==> config.mk <==
export PLATFORM = sky130hd
export DESIGN_NAME = xbus_sequencer
export DESIGN_NICKNAME = d
export VERILOG_FILES = /design/src/rtl/xbus_pkg.sv /design/src/rtl/xbus_rst_filter.sv /design/src/rtl/xbus_phase_gen.sv /design/src/rtl/xbus_access_ctl.sv /design/src/rtl/xbus_pin_mux.sv /design/src/rtl/xbus_sequencer.sv
export SDC_FILE = /design/constraint.sdc
export NUM_CORES = 1
export LEC_CHECK = 0
export BUFFER_PORTS_ARGS = -buffer_cell sky130_fd_sc_hd__buf_2
export CAP_MARGIN = 20
export CORE_ASPECT_RATIO = 2
export CORE_UTILIZATION = 45
export DETAILED_ROUTE_END_ITERATION = 10
export PLACE_DENSITY_LB_ADDON = 0.08
export SLEW_MARGIN = 5
export SYNTH_ARGS = -nofsm -noshare
export SYNTH_HDL_FRONTEND = slang
export SYNTH_SLANG_ARGS = --single-unit
==> constraint.sdc <==
create_clock -name clk -period 2.2 [get_ports clk]
set_input_delay 0 -clock clk [delete_from_list [all_inputs] [get_ports clk]]
set_output_delay 0 -clock clk [all_outputs]
set_load 0.005 [all_outputs]
==> src/rtl/xbus_pkg.sv <==
// Shared widths, access kinds and the latched request record used by the
// external bus sequencer. Assumes an 8-bit data path and a 16-bit address.
package xbus_pkg;
    localparam int XB_ADDR_W = 16;
    localparam int XB_DATA_W = 8;

    typedef enum logic [1:0] {
        XK_FETCH  = 2'd0,
        XK_DREAD  = 2'd1,
        XK_DWRITE = 2'd2,
        XK_RSVD   = 2'd3
    } xbus_kind_e;

    typedef struct packed {
        xbus_kind_e                 kind;
        logic                       wide;
        logic [XB_ADDR_W-1:0]       addr;
        logic [XB_DATA_W-1:0]       wdata;
    } xbus_req_t;
endpackage

==> src/rtl/xbus_rst_filter.sv <==
// Qualifies a raw active-high reset pin. The internal active-low reset goes
// active only after the pin has been high at HOLD_CLKS consecutive edges,
// and it stays active while the pin remains high. Assumes the pin is already
// synchronous to clk.
module xbus_rst_filter #(
    parameter int HOLD_CLKS = 24
) (
    input  logic clk,
    input  logic raw_rst,
    output logic core_rst_n
);
    localparam int CW = $clog2(HOLD_CLKS + 1);
    localparam logic [CW-1:0] SAT  = CW'(HOLD_CLKS);
    localparam logic [CW-1:0] TRIG = CW'(HOLD_CLKS - 1);

    logic [CW-1:0] high_cnt;

    // Count consecutive high edges of the pin, saturating at the hold length.
    always_ff @(posedge clk) begin
        if (!raw_rst)
            high_cnt <= '0;
        else if (high_cnt != SAT)
            high_cnt <= high_cnt + 1'b1;
    end

    // Register the qualified reset once the hold length is reached.
    always_ff @(posedge clk) begin
        core_rst_n <= !(raw_rst && (high_cnt >= TRIG));
    end
endmodule

==> src/rtl/xbus_phase_gen.sv <==
// Free-running machine cycle phase counter. Counts 0..PHASES-1 and flags the
// last clock of each cycle. Synchronous active-low reset returns it to 0.
module xbus_phase_gen #(
    parameter int PHASES = 12,
    localparam int PH_W = $clog2(PHASES)
) (
    input  logic            clk,
    input  logic            rst_n,
    output logic [PH_W-1:0] phase,
    output logic            cycle_end
);
    localparam logic [PH_W-1:0] LAST = PH_W'(PHASES - 1);

    assign cycle_end = (phase == LAST);

    // Advance the phase every clock and wrap at the end of the machine cycle.
    always_ff @(posedge clk) begin
        if (!rst_n)
            phase <= '0;
        else if (cycle_end)
            phase <= '0;
        else
            phase <= phase + 1'b1;
    end
endmodule

==> src/rtl/xbus_access_ctl.sv <==
// Request acceptance and completion. A request is latched at the end of a
// machine cycle with no access in progress. The access runs for the whole
// next cycle, and done marks its last clock. Fetch and read data are
// captured from the shared port on that final edge. Assumes the requester
// holds its request until done.
module xbus_access_ctl
    import xbus_pkg::*;
(
    input  logic                 clk,
    input  logic                 rst_n,
    input  logic                 cycle_end,
    input  logic                 req_valid,
    input  xbus_req_t            req_in,
    input  logic [XB_DATA_W-1:0] ad_in,
    output logic                 busy,
    output xbus_req_t            cur,
    output logic                 done,
    output logic [XB_DATA_W-1:0] rdata
);
    assign done = busy && cycle_end;

    // Latch a request at a free cycle boundary, retire it one cycle later.
    always_ff @(posedge clk) begin
        if (!rst_n) begin
            busy  <= 1'b0;
            cur   <= '0;
            rdata <= '0;
        end else if (cycle_end) begin
            if (busy) begin
                busy <= 1'b0;
                if (cur.kind != XK_DWRITE)
                    rdata <= ad_in;
            end else if (req_valid) begin
                busy <= 1'b1;
                cur  <= req_in;
            end
        end
    end

    AST_DONE_PULSE: assert property (@(posedge clk) disable iff (!rst_n)
        done |=> !done);
endmodule

==> src/rtl/xbus_pin_mux.sv <==
// Decodes the phase and the latched access into the pin-level signals:
// latch strobe, the three active-low strobes, the shared port drive and the
// high port value. All outputs are decoded from registered state, so they
// change only after a clock edge. Reset forces every strobe inactive.
module xbus_pin_mux
    import xbus_pkg::*;
#(
    parameter int CLKS_PER_STATE = 2,
    parameter int STATES = 6,
    localparam int PHASES = CLKS_PER_STATE * STATES,
    localparam int PH_W = $clog2(PHASES),
    localparam int HI_W = XB_ADDR_W - XB_DATA_W
) (
    input  logic                 clk,
    input  logic                 rst_n,
    input  logic [PH_W-1:0]      phase,
    input  logic                 busy,
    input  xbus_req_t            cur,
    input  logic [HI_W-1:0]      p2_reg,
    output logic [XB_DATA_W-1:0] ad_out,
    output logic                 ad_oe,
    output logic [HI_W-1:0]      a_hi,
    output logic                 ale,
    output logic                 code_rd_n,
    output logic                 rd_n,
    output logic                 wr_n
);
    localparam int ALE1_LO = CLKS_PER_STATE / 2;
    localparam int ALE1_HI = CLKS_PER_STATE - 1;
    localparam int ALE2_LO = 3 * CLKS_PER_STATE + CLKS_PER_STATE / 2;
    localparam int ALE2_HI = 4 * CLKS_PER_STATE - 1;
    localparam int ADDR_END = 3 * CLKS_PER_STATE - 1;
    localparam int STRB_LO = 3 * CLKS_PER_STATE;
    localparam int LAST = PHASES - 1;

    int   ph;
    logic is_fetch, is_read, is_write, is_data, in_strb;

    // Classify the current access and the position inside the cycle.
    always_comb begin
        ph       = int'(phase);
        is_fetch = busy && (cur.kind == XK_FETCH);
        is_read  = busy && (cur.kind == XK_DREAD);
        is_write = busy && (cur.kind == XK_DWRITE);
        is_data  = busy && (cur.kind != XK_FETCH);
        in_strb  = (ph >= STRB_LO);
    end

    // Drive the latch strobe and the three active-low strobes.
    always_comb begin
        ale = rst_n && (((ph >= ALE1_LO) && (ph <= ALE1_HI)) ||
                        ((ph >= ALE2_LO) && (ph <= ALE2_HI) && !is_data));
        code_rd_n = !(rst_n && is_fetch && in_strb);
        rd_n      = !(rst_n && is_read && in_strb);
        wr_n      = !(rst_n && is_write && in_strb && (ph < LAST));
    end

    // Multiplex address and data onto the ports.
    always_comb begin
        ad_oe  = rst_n && busy && ((ph <= ADDR_END) || is_write);
        ad_out = (ph <= ADDR_END) ? cur.addr[XB_DATA_W-1:0] : cur.wdata;
        a_hi   = (is_fetch || (is_data && cur.wide)) ?
                 cur.addr[XB_ADDR_W-1:XB_DATA_W] : p2_reg;
    end

    AST_STROBE_EXCL: assert property (@(posedge clk) disable iff (!rst_n)
        $countones({code_rd_n, rd_n, wr_n}) >= 2);
    AST_ALE_NOT_IN_DATA: assert property (@(posedge clk) disable iff (!rst_n)
        !(ale && (!rd_n || !wr_n)));
    AST_WR_DATA_HOLD: assert property (@(posedge clk) disable iff (!rst_n)
        $rose(wr_n) |-> ad_oe);
endmodule

==> src/rtl/xbus_sequencer.sv <==
// Top of the external bus sequencer. It ties together the reset filter, the
// phase counter, the request control and the pin decoder. Assumes that
// req_kind never carries the reserved value and that requests are held
// until done.
module xbus_sequencer
    import xbus_pkg::*;
#(
    parameter int CLKS_PER_STATE = 2,
    parameter int STATES = 6,
    parameter int RST_MCYCLES = 2,
    localparam int PHASES = CLKS_PER_STATE * STATES,
    localparam int PH_W = $clog2(PHASES),
    localparam int RST_CLKS = RST_MCYCLES * PHASES,
    localparam int HI_W = XB_ADDR_W - XB_DATA_W
) (
    input  logic                 clk,
    input  logic                 reset_in,
    input  logic                 req_valid,
    input  logic [1:0]           req_kind,
    input  logic                 req_wide,
    input  logic [XB_ADDR_W-1:0] req_addr,
    input  logic [XB_DATA_W-1:0] req_wdata,
    input  logic [HI_W-1:0]      p2_reg,
    input  logic [XB_DATA_W-1:0] ad_in,
    output logic [XB_DATA_W-1:0] ad_out,
    output logic                 ad_oe,
    output logic [HI_W-1:0]      a_hi,
    output logic                 ale,
    output logic                 code_rd_n,
    output logic                 rd_n,
    output logic                 wr_n,
    output logic                 done,
    output logic [XB_DATA_W-1:0] rdata
);
    logic            core_rst_n;
    logic [PH_W-1:0] phase;
    logic            cycle_end;
    logic            busy;
    xbus_req_t       req_in;
    xbus_req_t       cur;

    // Pack the request ports into the shared record.
    always_comb begin
        req_in.kind  = xbus_kind_e'(req_kind);
        req_in.wide  = req_wide;
        req_in.addr  = req_addr;
        req_in.wdata = req_wdata;
    end

    xbus_rst_filter #(.HOLD_CLKS(RST_CLKS)) u_rst (
        .clk(clk), .raw_rst(reset_in), .core_rst_n(core_rst_n)
    );

    xbus_phase_gen #(.PHASES(PHASES)) u_phase (
        .clk(clk), .rst_n(core_rst_n), .phase(phase), .cycle_end(cycle_end)
    );

    xbus_access_ctl u_ctl (
        .clk(clk), .rst_n(core_rst_n), .cycle_end(cycle_end),
        .req_valid(req_valid), .req_in(req_in), .ad_in(ad_in),
        .busy(busy), .cur(cur), .done(done), .rdata(rdata)
    );

    xbus_pin_mux #(.CLKS_PER_STATE(CLKS_PER_STATE), .STATES(STATES)) u_pins (
        .clk(clk), .rst_n(core_rst_n), .phase(phase), .busy(busy), .cur(cur),
        .p2_reg(p2_reg), .ad_out(ad_out), .ad_oe(ad_oe), .a_hi(a_hi),
        .ale(ale), .code_rd_n(code_rd_n), .rd_n(rd_n), .wr_n(wr_n)
    );

    AST_READ_ENDS_AT_DONE: assert property (@(posedge clk) disable iff (!core_rst_n)
        ($rose(rd_n) || $rose(code_rd_n)) |-> $past(done));
endmodule

Word level (Yosys, flattened, before mapping)
Index checks and enable logic that the tools add are counted.

storage, ports and cells
  word-level logic and storage cells = 63
  output and inout port bits = 30
  flip-flop bits (word level) = 46

cells by class
  reductions and logical operators = 33
  magnitude comparators = 8
  bitwise gates (word level) = 2
  mux-type cells = 4
  equality and inequality tests = 5
  add/subtract/negate cells = 2

operators with widths
  kind                                                                count
  logical AND 1 bit                                                   20
  2-to-1 mux 8 bit                                                    2
  greater-or-equal comparator 4 x 3 -> 1 bit (second input constant)  2
  less-or-equal comparator 4 x 3 -> 1 bit (second input constant)     2
  AND reduction 3 bit                                                 2
  adder 5 x 1 -> 5 bit (second input constant)                        1
  greater-or-equal comparator 5 bit (second input constant)           1
  zero test 1 bit                                                     5
  != test 5 bit (second input constant)                               1
  adder 4 x 1 -> 4 bit (second input constant)                        1
  equality test 4 bit (second input constant)                         1
  greater-or-equal comparator 4 x 1 -> 1 bit (second input constant)  1
  less-or-equal comparator 4 x 1 -> 1 bit (second input constant)     1
  < comparator 4 bit (second input constant)                          1
  logical OR 1 bit                                                    3
  equality test 2 x 1 -> 1 bit (second input constant)                1
  equality test 2 bit (second input constant)                         1
  zero test 2 bit                                                     1
  2-to-1 mux 1 bit                                                    2
  != test 2 bit (second input constant)                               1
  inverter 1 bit                                                      2
  nonzero test 2 bit                                                  1
  OR reduction 2 bit                                                  1

Depth between registers and ports, before layout
  depth after elaboration = 6
  gate-level depth with buffers = 6
  gate-level depth less buffers = 5

By module
A second synthesis with hierarchy kept.

second synthesis, totals
  cell total of the unflattened synthesis = 244
  area total of the unflattened synthesis = 2117.0 µm²

modules (own cells, without submodules)
  module           cells an instance  area an instance (µm²)  instances
  xbus_access_ctl  161                1358.8                  1
  xbus_rst_filter  30                 292.8                   1
  xbus_pin_mux     35                 290.3                   1
  xbus_phase_gen   18                 175.2                   1

Least setup slack after synthesis
OpenSTA, ideal clock, no wires.

  path type = register to register
  from = register u_phase.phase[0]
  to = register, netlist name u_ctl.cur[16]
  cell stages (with the launch flop) = 7
  data arrival time = 1.460 ns
  period minus slack after synthesis = 1.532 ns
  setup slack = 0.668 ns
  path buffers = 2
  cells stage by stage = dfxtp_1 -> ha_1 -> nand3b_4 -> nor3b_1 -> buf_4 -> buf_6 -> mux2i_1

on the way
  longest elaborated chain between the ends = 2

ends and longest elaborated chain
  what                           RTL line              text
  start: declaration             xbus_phase_gen.sv:9   output logic [PH_W-1:0] phase,
  start signal: assignment       xbus_phase_gen.sv:23  phase <= phase + 1'b1;
  equality test 4 bit            xbus_phase_gen.sv:14  assign cycle_end = (phase == LAST);
  AND reduction 3 bit (no line)  n/a

No other way between the ends.
A chain may end at the register's enable or synchronous reset.

Worst setup path after layout
  from = register u_phase.phase[1]
  to = output port ad_out[0]

on the way
  longest elaborated chain between the ends = 2

ends and longest elaborated chain
  what                                     RTL line              text
  less-or-equal comparator 4 x 3 -> 1 bit  xbus_pin_mux.sv:61    ad_out = (ph <= ADDR_END) ? cur.addr[XB_DATA_W-1:0] : cur.wdata;
  2-to-1 mux 8 bit                         xbus_pin_mux.sv:61
  end: declaration                         xbus_sequencer.sv:25  output logic [XB_DATA_W-1:0] ad_out,

No other way between the ends.

==> results_dict.tcl <==
set metrics [dict create \
    clock_path_buffers 2 \
    die_width_um 51.6 \
    grt_antenna_before_repair 0 \
    via_count 1978 \
    leakagePower_nw 1.54 \
    cp.required_ps 2200 \
    fin_crit_sh 0.887 \
    grt_setup_unrepaired "no" \
    gp_congestion 0.773 \
    overflow 0 \
    finalClockSkew_ps 6.46 \
    cts_buffers 5 \
    fin_nets 401 \
    die_area_um2 5230 \
    grt_max_degree 38 \
    cts.sink_count 46 \
    initial_core_util 0.473 \
    irDropWorstVdd_v 0.000515 \
    yosys.area.top_type_share 0.416 \
    reg2reg_to "u_ctl.rdata[0]" \
    core-area_um2 4690 \
    r2r_slack_ps 510 \
    power_density_nw_per_um2 608 \
    postCtsResizedCells 0 \
    drive_above_1_share 0.317 \
    cts-root-buf "clkbuf_8" \
    avgViaCountPerCell 4.88 \
    clkTransAtPathRegs_ps 80 \
    drc_errors 0 \
    wl_um 5000 \
    clkPwrFrac 0.296 \
    post-route-min-period_ps 1950 \
    antenna_cells 0 \
    swShare 0.256 \
    setup-tns-final_ps 0 \
    cts_tree "yes" \
    final_antenna_net_count 0 \
    r2r_cells 4 \
    seqPwrFrac 0.528 \
    crit_family "compound AO/OA/AOI/OAI gates" \
    grt_pass1_wl_um 8070 \
    setup_viol 0 \
    worst_pin_slew_ps 567 \
    grt.total_usage 0.206 \
    synth_top_area_cell "dfxtp_1" \
    power_switching_mw 0.481 \
    outcome "completed" \
    critPathLaunch "u_phase.phase[1]" \
    area_growth_pct 39.2 \
    synthCells 240 \
    drt_pass1_iterations 4 \
    maxCapViolCount 0 \
    wl_per_cell_um 12.3 \
    drtIter0Drc 17 \
    holdWs_ps 294 \
    grt_pass1_vias 1937 \
    fmax_mhz 513 \
    post_cts_buffers 0 \
    crit_arrival_ps 1950 \
    num_rows 35 \
    reg2reg_from "u_phase.phase[0]" \
    maxSlewHeadroom 0.622 \
    path_cells "inv_1 > ha_1 > nor2_1 > a21oi_1 > mux2_2 > buf_2" \
    setup.worst_path.end_class "output port" \
    crit_cells 6 \
    boundaryPins 76 \
    die_y_um 101 \
    critPathKind "flop to output port" \
    crit_buf_inv 2 \
    nFillCells 392 \
    crit_fanout 5 \
    synth_fp_nets 292 \
    ys_seq_area_frac 0.416 \
    fin_util 0.658 \
    hp-class "input port to output port" \
    intPower_mw 1.40 \
    finalMaxSlewViolations 0 \
    syn_avg_cell_area_um2 9.23 \
    ys_ff_latch 46 \
    cp_slowest_stage_delay_ps 470 \
    netlist_area_um2 2220 \
    cp-endpoint "ad_out[0]" \
    critPathSlowestCell "a21oi_1" \
    portBuffers 75 \
    ys_types 34 \
    cp-start-kind "flop" \
    synth_warnings 0 \
    finalHoldViolCount 0 \
    clock_latency_ps 300 \
    netlist_top_cells_area "dfxtp_1, mux2i_1, nand2_1" \
    hpwl_um 3480 \
    power_frac_comb 0.176 \
    htreeDepth 2 \
]
[stage by stage]
stage          cells  worst slack, ps  cell area, um2  total power [mW]
6_report         405              249            3090              1.88
5_1_grt          405             77.6            3090              1.99
4_1_cts          405              207            3090              1.90
3_5_place_dp     361              500            2630              1.29
3_3_place_gp     361              536            2630              1.28
2_1_floorplan    240              668            2220              1.16
[tightest hold or removal path, delay by kind of cell]
kind | cells | cell delay (ps)
buffers and inverters | 2 | 170
muxes | 1 | 120
[power groups by stage]
stage	combinational [mW]	clock, mW	sequential (mW)
after CTS	0.333	0.577	0.992
final	0.330	0.556	0.991
after global routing	0.369	0.614	1.00
after global placement	0.275	0	1.01
after detailed placement	0.283	0	1.01
after floorplan	0.160	0	0.996
[cell type report]
type | instances | area (um2) | share of cell area
multi-input cells | 176 | 1210 | 0.393
flip-flops and latches | 46 | 922 | 0.299
inverters | 5 | 18.8 | 0.00608
clock buffers | 6 | 82.6 | 0.0268
repair buffers | 115 | 766 | 0.248
clock inverters | 2 | 16.3 | 0.00527
well taps | 55 | 68.8 | 0.0223
[kinds of logic after synthesis]
logic type / Yosys count / share of synthesized area
AOI/OAI and AO/OA: 11 / 0.0311
buffers and inverters: 18 / 0.0401
adders and majority gates: 6 / 0.0339
and+or+nand+nor: 100 / 0.205
xor gates and xnor gates: 6 / 0.0237
DFF: 46 / 0.416
muxes: 53 / 0.251
[cell usage after synthesis]
cell and instances:
xor2_1 1, nand2_1 73, xnor2_1 5, buf_6 2
nand2b_1 1, buf_2 2, o211ai_1 1, nand4b_1 1
nand3b_1 1, nor2b_1 3, buf_1 1, o21ai_2 1
nand3_1 3, and3_1 3, mux2_4 1, inv_1 4
or4b_1 1, nor3b_1 2, a21o_2 1, nor2_1 5
nand3b_4 1, a21oi_1 4, dfxtp_1 46, mux2i_1 36
mux2_2 16, inv_2 1, buf_4 1, a31oi_1 1
o21a_1 1, clkbuf_1 7, and3b_2 1, ha_1 6
o21ai_0 2, and2_1 5
[sequential cells by signal, summed over array words and instances (netlist names)]
signal and flops:
u_ctl.rdata 8, u_ctl.busy 1, u_rst.core_rst_n 1, u_phase.phase 4, u_rst.high_cnt 5, u_ctl.cur 27
[routing by layer]
metal	wire length [um]	global-route usage	vias up
met5	0	0	-
met4	85	0.0873	0
met3	139	0.0315	7
met2	2850	0.420	46
met1	1930	0.188	918
li1	-	-	1007
[placed cells by master (no fill, tap or decap), types with 2 or more instances in the layout]
| cell type | netlist | layout |
|---|---|---|
| and3_1 | 3 | 3 |
| buf_2 | 2 | 75 |
| nand3_1 | 3 | 3 |
| nor2b_1 | 3 | 3 |
| inv_1 | 4 | 4 |
| nand2_1 | 73 | 73 |
| a21oi_1 | 4 | 4 |
| and2_1 | 5 | 5 |
| nor2_1 | 5 | 5 |
| mux2i_1 | 36 | 36 |
| xnor2_1 | 5 | 5 |
| dlygate4sd3_1 | 0 | 36 |
| buf_4 | 1 | 4 |
| ha_1 | 6 | 6 |
| mux2_2 | 16 | 16 |
| dfxtp_1 | 46 | 45 |
| clkbuf_8 | 0 | 6 |
| o21ai_0 | 2 | 2 |
[worst min-delay path by stage]
| stage | start | endpoint | slack [ps] | depth (start not counted) |
|---|---|---|---|---|
| CTS | p2_reg[0] | a_hi[0] | 290 | 3 |
| detailed placement | req_addr[1] | u_ctl.cur[9] | 260 | 3 |
| floorplan | reset_in | u_rst.core_rst_n | 100 | 1 |
| global placement | req_addr[2] | u_ctl.cur[10] | 250 | 3 |
| global route | req_valid | u_ctl.cur[0] | 310 | 4 |
| finish | p2_reg[0] | a_hi[0] | 290 | 3 |
[timing repair]
action,in CTS,in global routing
hold buffers,36,0
setup endpoints to repair,0,0
hold endpoints to repair,41,0
Note: power is estimated with default switching activity, not from simulation.
